<file path="config.mk">
export PLATFORM = sky130hd
export DESIGN_NAME = audclk_gen
export DESIGN_NICKNAME = d
export VERILOG_FILES = /design/src/rtl/audclk_pkg.sv /design/src/rtl/audclk_ratio_pick.sv /design/src/rtl/audclk_sync.sv /design/src/rtl/audclk_mtmg.sv /design/src/rtl/audclk_slv.sv /design/src/rtl/audclk_gen.sv
export SDC_FILE = /design/constraint.sdc
export NUM_CORES = 1
export LEC_CHECK = 0
export BUFFER_PORTS_ARGS = -buffer_cell sky130_fd_sc_hd__clkbuf_2
export CAP_MARGIN = 20
export CORE_MARGIN = 2
export CORE_UTILIZATION = 53
export CTS_CLUSTER_DIAMETER = 40
export CTS_CLUSTER_SIZE = 30
export DETAILED_ROUTE_END_ITERATION = 12
export PLACE_DENSITY = 0.85
export SYNTH_ARGS = -nofsm -noshare
export SYNTH_HDL_FRONTEND = slang
export SYNTH_SLANG_ARGS = --single-unit
</file>
<file path="constraint.sdc">
create_clock -name clk -period 3.24 [get_ports clk]
set_input_delay 0.324 -clock clk [delete_from_list [all_inputs] [get_ports clk]]
set_output_delay 0.324 -clock clk [all_outputs]
set_load 0.01 [all_outputs]
</file>
<file path="src/rtl/audclk_pkg.sv">
package audclk_pkg;

  typedef struct packed {
    logic       master;
    logic       div4;
    logic [1:0] flen;
    logic       bclk_inv;
    logic       lr_inv;
  } cfg_t;

  // Length code: 0 -> base, 1 -> 2x base, 2 -> 4x base; code 3 folds onto 2.
  function automatic logic [1:0] flen_of(input logic [1:0] sel);
    return sel[1] ? 2'd2 : sel;
  endfunction

endpackage

</file>
<file path="src/rtl/audclk_ratio_pick.sv">
module audclk_ratio_pick #(
  parameter int RATIO_W = 12,
  parameter int HI_THR  = 384,
  parameter int LO_THR  = 192
) (
  input  logic [RATIO_W-1:0] ratio,
  output logic               div4,
  output logic [1:0]         flen
);
  localparam logic [RATIO_W-1:0] HI = RATIO_W'(HI_THR);
  localparam logic [RATIO_W-1:0] LO = RATIO_W'(LO_THR);

  always_comb begin
    if (ratio > HI) begin
      div4 = 1'b1;
      flen = 2'd2;
    end else begin
      flen = 2'd1;
      div4 = (ratio >= LO);
    end
  end
endmodule

</file>
<file path="src/rtl/audclk_sync.sv">
module audclk_sync #(
  parameter int W      = 2,
  parameter int STAGES = 2
) (
  input  logic         clk,
  input  logic         rst_n,
  input  logic [W-1:0] d,
  output logic [W-1:0] q
);
  logic [W-1:0] st [STAGES];

  always_ff @(posedge clk or negedge rst_n) begin
    if (!rst_n) st[0] <= '0;
    else        st[0] <= d;
  end

  for (genvar i = 1; i < STAGES; i++) begin : g_stage
    always_ff @(posedge clk or negedge rst_n) begin
      if (!rst_n) st[i] <= '0;
      else        st[i] <= st[i-1];
    end
  end

  assign q = st[STAGES-1];
endmodule

</file>
<file path="src/rtl/audclk_mtmg.sv">
module audclk_mtmg #(
  parameter int FL_BASE  = 32,
  parameter int FL_CODES = 3
) (
  input  logic       clk,
  input  logic       rst_n,
  input  logic       run,
  input  logic       div4,
  input  logic [1:0] flen,
  output logic       b_o,
  output logic       right_o,
  output logic       sample_o,
  output logic       shift_o,
  output logic       frame_o,
  output logic       wrap_o
);
  localparam int NB_MAX = FL_BASE << (FL_CODES - 1);
  localparam int BITC_W = $clog2(NB_MAX);
  localparam int NB_W   = BITC_W + 1;

  logic [NB_W-1:0]   nbits, last, half;
  logic              ph_q, ph_d;
  logic              b_q, b_d;
  logic              r_q, r_d;
  logic [BITC_W-1:0] bc_q, bc_d;
  logic              sa_d, sh_d, fr_d;
  logic              sa_q, sh_q, fr_q;

  assign nbits = NB_W'(FL_BASE) << flen;
  assign last  = nbits - NB_W'(1);
  assign half  = nbits >> 1;

  always_comb begin
    ph_d = ph_q;
    b_d  = b_q;
    r_d  = r_q;
    bc_d = bc_q;
    sa_d = 1'b0;
    sh_d = 1'b0;
    fr_d = 1'b0;
    if (!run) begin
      ph_d = 1'b0;
      b_d  = 1'b1;
      r_d  = 1'b1;
      bc_d = '1;
    end else if (ph_q == div4) begin
      ph_d = 1'b0;
      b_d  = ~b_q;
      if (b_q) begin
        sh_d = 1'b1;
        if ({1'b0, bc_q} >= last) begin
          bc_d = '0;
          fr_d = 1'b1;
        end else begin
          bc_d = bc_q + BITC_W'(1);
        end
        r_d = ({1'b0, bc_d} >= half);
      end else begin
        sa_d = 1'b1;
      end
    end else begin
      ph_d = 1'b1;
    end
  end

  always_ff @(posedge clk or negedge rst_n) begin
    if (!rst_n) begin
      ph_q <= 1'b0;
      b_q  <= 1'b1;
      r_q  <= 1'b1;
      bc_q <= '1;
      sa_q <= 1'b0;
      sh_q <= 1'b0;
      fr_q <= 1'b0;
    end else begin
      ph_q <= ph_d;
      b_q  <= b_d;
      r_q  <= r_d;
      bc_q <= bc_d;
      sa_q <= sa_d;
      sh_q <= sh_d;
      fr_q <= fr_d;
    end
  end

  assign b_o      = b_q;
  assign right_o  = r_q;
  assign sample_o = sa_q;
  assign shift_o  = sh_q;
  assign frame_o  = fr_q;
  assign wrap_o   = fr_d;
endmodule

</file>
<file path="src/rtl/audclk_slv.sv">
module audclk_slv #(
  parameter int STAGES = 2
) (
  input  logic clk,
  input  logic rst_n,
  input  logic run,
  input  logic ext_bclk,
  input  logic ext_lr,
  input  logic bclk_inv,
  input  logic lr_inv,
  output logic right_o,
  output logic sample_o,
  output logic shift_o,
  output logic frame_o,
  output logic wrap_o
);
  logic [1:0] sy;
  logic       b_i, r_i;
  logic       b_p, r_p;
  logic       sa_d, sh_d, fr_d;
  logic       sa_q, sh_q, fr_q, rq;

  audclk_sync #(.W(2), .STAGES(STAGES)) u_sync (
    .clk   (clk),
    .rst_n (rst_n),
    .d     ({ext_lr, ext_bclk}),
    .q     (sy)
  );

  assign b_i = sy[0] ^ bclk_inv;
  assign r_i = sy[1] ^ lr_inv;

  always_comb begin
    sa_d = run &  b_i & ~b_p;
    sh_d = run & ~b_i &  b_p;
    fr_d = run & ~r_i &  r_p;
  end

  always_ff @(posedge clk or negedge rst_n) begin
    if (!rst_n) begin
      b_p  <= 1'b0;
      r_p  <= 1'b0;
      sa_q <= 1'b0;
      sh_q <= 1'b0;
      fr_q <= 1'b0;
      rq   <= 1'b0;
    end else begin
      b_p  <= b_i;
      r_p  <= r_i;
      sa_q <= sa_d;
      sh_q <= sh_d;
      fr_q <= fr_d;
      rq   <= r_i;
    end
  end

  assign right_o  = rq;
  assign sample_o = sa_q;
  assign shift_o  = sh_q;
  assign frame_o  = fr_q;
  assign wrap_o   = fr_d;
endmodule

</file>
<file path="src/rtl/audclk_gen.sv">
module audclk_gen
  import audclk_pkg::*;
#(
  parameter int RATIO_W  = 12,
  parameter int HI_THR   = 384,
  parameter int LO_THR   = 192,
  parameter int FL_BASE  = 32,
  parameter int FL_CODES = 3,
  parameter int SYNC_STG = 2
) (
  input  logic               clk,
  input  logic               rst_n,
  input  logic               enable,
  input  logic               master_sel,
  input  logic               auto_sel,
  input  logic [RATIO_W-1:0] ratio_in,
  input  logic               div_sel,
  input  logic [1:0]         frame_sel,
  input  logic               bclk_inv,
  input  logic               lr_inv,
  input  logic               ext_bclk_i,
  input  logic               ext_lrclk_i,
  output logic               bclk_o,
  output logic               lrclk_o,
  output logic               clk_oe,
  output logic               right_word,
  output logic               sample_stb,
  output logic               shift_stb,
  output logic               frame_stb
);
  cfg_t       cfg_in, cfg_d, cfg_q;
  logic       pk_div4;
  logic [1:0] pk_flen;
  logic       m_run, s_run;
  logic       m_b, m_r, m_sa, m_sh, m_fr, m_wrap;
  logic       s_r, s_sa, s_sh, s_fr, s_wrap;
  logic       wrap;

  audclk_ratio_pick #(.RATIO_W(RATIO_W), .HI_THR(HI_THR), .LO_THR(LO_THR)) u_pick (
    .ratio (ratio_in),
    .div4  (pk_div4),
    .flen  (pk_flen)
  );

  always_comb begin
    cfg_in.master   = master_sel;
    cfg_in.div4     = auto_sel ? pk_div4 : div_sel;
    cfg_in.flen     = auto_sel ? pk_flen : flen_of(frame_sel);
    cfg_in.bclk_inv = bclk_inv;
    cfg_in.lr_inv   = lr_inv;
  end

  assign wrap = cfg_q.master ? m_wrap : s_wrap;

  always_comb begin
    cfg_d = cfg_q;
    if (!enable) begin
      cfg_d = cfg_in;
    end else if (wrap) begin
      cfg_d        = cfg_in;
      cfg_d.master = cfg_q.master;
    end
  end

  always_ff @(posedge clk or negedge rst_n) begin
    if (!rst_n) cfg_q <= '0;
    else        cfg_q <= cfg_d;
  end

  assign m_run = enable &  cfg_q.master;
  assign s_run = enable & ~cfg_q.master;

  audclk_mtmg #(.FL_BASE(FL_BASE), .FL_CODES(FL_CODES)) u_mtmg (
    .clk      (clk),
    .rst_n    (rst_n),
    .run      (m_run),
    .div4     (cfg_q.div4),
    .flen     (cfg_q.flen),
    .b_o      (m_b),
    .right_o  (m_r),
    .sample_o (m_sa),
    .shift_o  (m_sh),
    .frame_o  (m_fr),
    .wrap_o   (m_wrap)
  );

  audclk_slv #(.STAGES(SYNC_STG)) u_slv (
    .clk      (clk),
    .rst_n    (rst_n),
    .run      (s_run),
    .ext_bclk (ext_bclk_i),
    .ext_lr   (ext_lrclk_i),
    .bclk_inv (cfg_q.bclk_inv),
    .lr_inv   (cfg_q.lr_inv),
    .right_o  (s_r),
    .sample_o (s_sa),
    .shift_o  (s_sh),
    .frame_o  (s_fr),
    .wrap_o   (s_wrap)
  );

  always_comb begin
    clk_oe = cfg_q.master;
    if (cfg_q.master) begin
      bclk_o     = m_b ^ cfg_q.bclk_inv;
      lrclk_o    = m_r ^ cfg_q.lr_inv;
      right_word = m_r;
      sample_stb = m_sa;
      shift_stb  = m_sh;
      frame_stb  = m_fr;
    end else begin
      bclk_o     = 1'b0;
      lrclk_o    = 1'b0;
      right_word = s_r;
      sample_stb = s_sa;
      shift_stb  = s_sh;
      frame_stb  = s_fr;
    end
  end
endmodule

</file>
# Word level (Yosys, flattened, before mapping)
# Cells that the tools add are included.
[totals]
register_bits = 28
in_bits = 24
output_inout_bits = 7
wordCells = 86
[op_classes]
addsub = 2
magnitude_cmp = 4
eq_ne = 4
shifts = 1
n_mux = 38
bitwise = 17
reduce_logical = 1
[op_table]
columns = ["operator", "n"]
rows = [
  ["two-way mux 7 bit", 7],
  ["two-way mux 1 bit", 26],
  [">= comparator 12 x 8 -> 1 bit (second input constant)", 1],
  ["greater-than comparator 12 x 9 -> 1 bit (second input constant)", 1],
  ["bitwise AND 1 bit", 8],
  [">= comparator 7 x 8 -> 1 bit", 1],
  ["<< shifter 6 x 2 -> 8 bit (first input constant)", 1],
  ["subtractor 8 x 1 -> 8 bit (second input constant)", 1],
  ["adder 7 x 1 -> 7 bit (second input constant)", 1],
  [">= comparator 7 bit", 1],
  ["two-way mux 2 bit", 3],
  ["two-way mux 6 bit", 1],
  ["two-way mux 5 bit", 1],
  ["inverter 1 bit", 5],
  ["inequality test 2 bit (second input constant)", 2],
  ["XOR 1 bit", 4],
  ["inequality test 2 x 1 -> 1 bit (second input constant)", 1],
  ["AND reduction 2 bit", 1],
  ["equality test 1 bit", 1],
]

# Longest topological paths before layout
[depth]
word_depth = 11
mapped_depth = 8
mapped_depth_nobuf = 8

# Hierarchy
# Synthesis repeated with hierarchy kept, for this count alone.
[hier_totals]
hier_cells = 138
hier_area_um2 = 1556.5
[by_module_without_submodules]
columns = ["module", "n_inst", "cells_each", "area_per_inst_um2", "seq_area_each_um2"]
rows = [
  ["audclk_mtmg", 1, 84, 849.6, 336.6],
  ["audclk_gen", 1, 29, 374.1, 150.1],
  ["audclk_slv", 1, 12, 167.7, 125.1],
  ["audclk_sync", 1, 6, 115.1, 100.1],
  ["audclk_ratio_pick", 1, 7, 50.0, 0.0],
]

# Least setup slack after synthesis
# No wires, ideal clock.
[synth_path]
path_type = "flip-flop to flip-flop"
from = "register u_mtmg.bc_q[0]"
to = "register u_mtmg.r_q (netlist: u_mtmg.right_o)"
setup_time_ns = 0.090
arrival_time_ns = 2.146
t_required_ns = 3.150
setup_slack_ns = 1.004
path_stages_with_launch = 9
n_path_buf = 0
period_less_slack_ns = 2.236
path_cell_list = "dfstp_2 -> ha_1 -> and4_1 -> nand2_1 -> o21ai_1 -> nor2_1 -> ha_1 -> a2111oi_0 -> nor2_1"
[synth_between]
elab_chain_cells = 9
elab_cells_between_ends = 10
cone_classes = "1 x add/sub; 2 x order compare; 7 x mux"
[synth_rtl]
columns = ["item", "line", "text"]
rows = [
  ["start: declaration", "audclk_mtmg.sv:25", "logic [BITC_W-1:0] bc_q, bc_d;"],
  ["start signal: assignment", "audclk_mtmg.sv:71", "bc_q <= '1;"],
  ["start signal: assignment", "audclk_mtmg.sv:79", "bc_q <= bc_d;"],
  ["adder 7 x 1 -> 7 bit or >= comparator 7 x 8 -> 1 bit (tied branches)", "audclk_mtmg.sv:55, audclk_mtmg.sv:51", ""],
  ["two-way mux 7 bit (*)", "audclk_mtmg.sv:51", "if ({1'b0, bc_q} >= last) begin"],
  ["two-way mux 7 bit (*)", "audclk_mtmg.sv:49", "if (b_q) begin"],
  ["two-way mux 7 bit (*)", "audclk_mtmg.sv:46", "end else if (ph_q == div4) begin"],
  ["two-way mux 7 bit (*)", "audclk_mtmg.sv:41", "if (!run) begin"],
  [">= comparator 7 bit (*)", "audclk_mtmg.sv:57", "r_d = ({1'b0, bc_d} >= half);"],
  ["two-way mux 1 bit (*)", "audclk_mtmg.sv:49", ""],
  ["two-way mux 1 bit (*)", "audclk_mtmg.sv:46", ""],
  ["two-way mux 1 bit (*)", "audclk_mtmg.sv:41", ""],
  ["end signal: assignment", "audclk_mtmg.sv:78", "r_q <= r_d;"],
  ["end: declaration", "audclk_mtmg.sv:24", "logic r_q, r_d;"],
]
# Every way passes the cells marked *; elsewhere a longest branch is shown, timed or not. The select of a mux whose other input is x is not followed.
# A chain may end at the register's enable or synchronous reset.

# Worst setup path after layout
# Same ends and word-level chain as after synthesis.

==> results.md <==
- Mapped Nets: 165
- FFs w/ async S/R, synth: 100.0%
- Clock Path Buffers: 2
- Post-Syn Instances: 137
- DIE HEIGHT: 57.07 um
- MaxCap Viol Count: 0
- Initial antenna violation count: 0
- DP Cell Count: 195
- Drt pass-1 iters: 6
- Period utilization: 80.58%
- I/O pin count: 31
- XOR/XNOR share of the synthesized area: 7.125%
- Effective utilization at floorplan: 55.08%
- Clock skew: 0.001691 ns
- PortBufs: 30
- Rows: 19
- Synthesized flop and latch total: 28
- Non-filler instance count after layout: 199
- CP Capture Type: flip-flop
- Hold Path Class: in -> async
- DR vias: 1,119
- PwrDens: 557.3 nW/um^2
- Gr ovfl total: 0
- RSZ-0062 raised after global routing: no
- Number of global-route vias before repair: 1,117
- Post-route minimum period: 2.611 ns
- Adder-Cell Fraction of Synth Area: 3.353%
- Yosys cell types: 43
- Synth Flop Type: dfrtp_1
- Worst-margin pin slew: 0.6619 ns
- Final WL: 2.777 mm
- Slew HR: 55.87%
- H-tree depth: 1
- # clock sinks: 28
- Top cells by area, synth: dfrtp_1, dfstp_2, mux2_4, nand2_1, ha_1
- Mux contribution to synthesized area: 6.957%
- Max rail drop VDD: 0.0004500 V
- Post-synth top area cell: dfrtp_1
- Placed Area: 1669 sq um
- Post-CTS Resized: 0
- Total track usage: 18.96%
- Avg WL per Cell: 13.95 um
- TNS Setup: 0 ns
- Synthesis-to-finish area growth: 15.34%
- Postcts setup bufs: 0
- Critical Path Source Type: flip-flop
- CTS tree: yes
- Layout cell share with drive strength beyond 1: 35.12%
- Crit path kind: reg -> reg
- Largest net degree at the start of global routing: 29
- Status: complete, but fails checks
- ANT cells: 0
- Cts hold-fix bufs: 0
- GP Congestion: 0.8638
- Pwr Total: 0.0009595 W
- CTS Buf Count: 3
- Global-route wire length before repair: 4.850 mm
- Nets: 197
- F_max: 383.0 MHz
- HPWL after detailed placement: 2.088 mm
- Worst hold slack: -0.006506 ns
- Clock root buffer: clkbuf_4
- Initial DRC Count: 32
- Mapped Area: 1493 sq um
- Simple-Gate Fraction of Synth Area: 17.02%
- Fin. max-slew vios: 0
- Core area: 2710 sq um
- CP required: 3.51 ns
- Critical-path maximum fanout: 8
- Die ar.: 3257 sq um
- CP arrival: 2.88 ns
- Seq/Total Area, Yosys: 47.69%
- R2R Setup Slk: 0.63 ns
- EDFF count, synth: 0
- Failing checks: hold timing
- Leak Pwr: 0.7799 nW
- Clk_lat worst skew: 0.33 ns
- Yosys warnings: 0
- Vias/cell: 5.623
- Commonest non-fill, non-tap cell in the layout: clkbuf_2
- Drt drc: 0
- Fin area: 1722 sq um
- Post-synth top area share: 31.85%
- Largest family of logic cells by synthesized area: simple AND/OR/NAND/NOR gates
- Mean Syn Cell Area: 10.90 sq um
- Fin. Hold Viols: 19
- Clock transition at path regs: 0.15 ns
- Detail Route Antenna Nets: 0
- Fraction of the mapped netlist area in compound gates: 15.26%
- Most frequent cells in the layout: clkbuf_2, dfrtp_1, nand2_1
- Final setup viols: 0
- Die X: 57.07 um
==> worst paths after layout <==
path | startpoint | to | cells past startpoint
worst min-delay path | rst_n | cfg_q[3] | 1
min in group clk | ext_bclk_i | u_slv.u_sync.st[2] | 1
worst max-delay path | u_mtmg.bc_q[0] | u_mtmg.right_o | 8
worst max register to register | u_mtmg.bc_q[0] | u_mtmg.right_o | 8
max in group asynchronous | rst_n | cfg_q[0] | 1
worst min register to register | u_slv.u_sync.st[3] | u_slv.u_sync.q[1] | 0
==> worst max-delay path, cell delays in order, from the launching register on <==
cell	delay, ns
dfstp_2	0.58
ha_1	0.21
and4_1	0.28
nand2_1	0.13
o21ai_1	0.43
nor2_1	0.12
ha_1	0.29
a2111oi_0	0.42
nor2_1	0.09
==> cells in the mapped netlist, types with 5 or more instances <==
cell type	n
dfrtp_1	19
dfstp_2	9
inv_1	6
xor2_1	5
nand2_1	15
a21oi_1	9
nor2_1	11
==> routing by layer <==
metal,wire length [um],GRT usage (%),vias up
met5,0,0,-
met4,42,5.980,0
met3,111,2.948,5
met2,1435,33.99,31
met1,1186,23.41,540
li1,-,-,543
==> state kept, by name (all words and copies together), names as in the netlist <==
signal	count
u_mtmg.sample_o	1
u_mtmg.frame_o	1
u_slv.u_sync.st	2
u_mtmg.bc_q	7
u_mtmg.ph_q	1
u_slv.frame_o	1
u_slv.right_o	1
u_slv.sample_o	1
cfg_q	5
u_mtmg.b_o	1
u_slv.b_p	1
u_slv.u_sync.q	2
clk_oe	1
u_mtmg.right_o	1
u_slv.shift_o	1
u_mtmg.shift_o	1
==> through the flow <==
step	setup WS (ns)	hold slack [ns]	utilization (%)
floorplan	1.004	0.02841	-
global placement	0.8614	0.3346	61.59
detailed placement	0.6420	0.3460	61.59
CTS	0.6245	0.01011	63.53
global route	0.4179	0.03561	63.53
finish	0.6291	-0.006506	63.53
==> logic make-up after synthesis <==
group,count (synthesis)
buffers and inverters,10
and+or+nand+nor,46
AOI/OAI and AO/OA,31
muxes,8
DFF,28
xor gates and xnor gates,10
adders and majority gates,4
==> power breakdown <==
group,internal [W],switching (W)
Clock,0.000125,0.000104
Combinational,0.000134,0.000158
Sequential,0.000396,0.0000428
==> area by class of cell <==
cell class	count	area [sq um]
inverter	7	26.28
tap	31	38.79
fill	217	988.4
clock inverter	1	30.03
clock buffer	3	22.52
timing repair buffer	30	150.1
multi-input combinational	99	742.0
sequential	28	711.9
No activity file was read; power rests on OpenSTA's default activity.
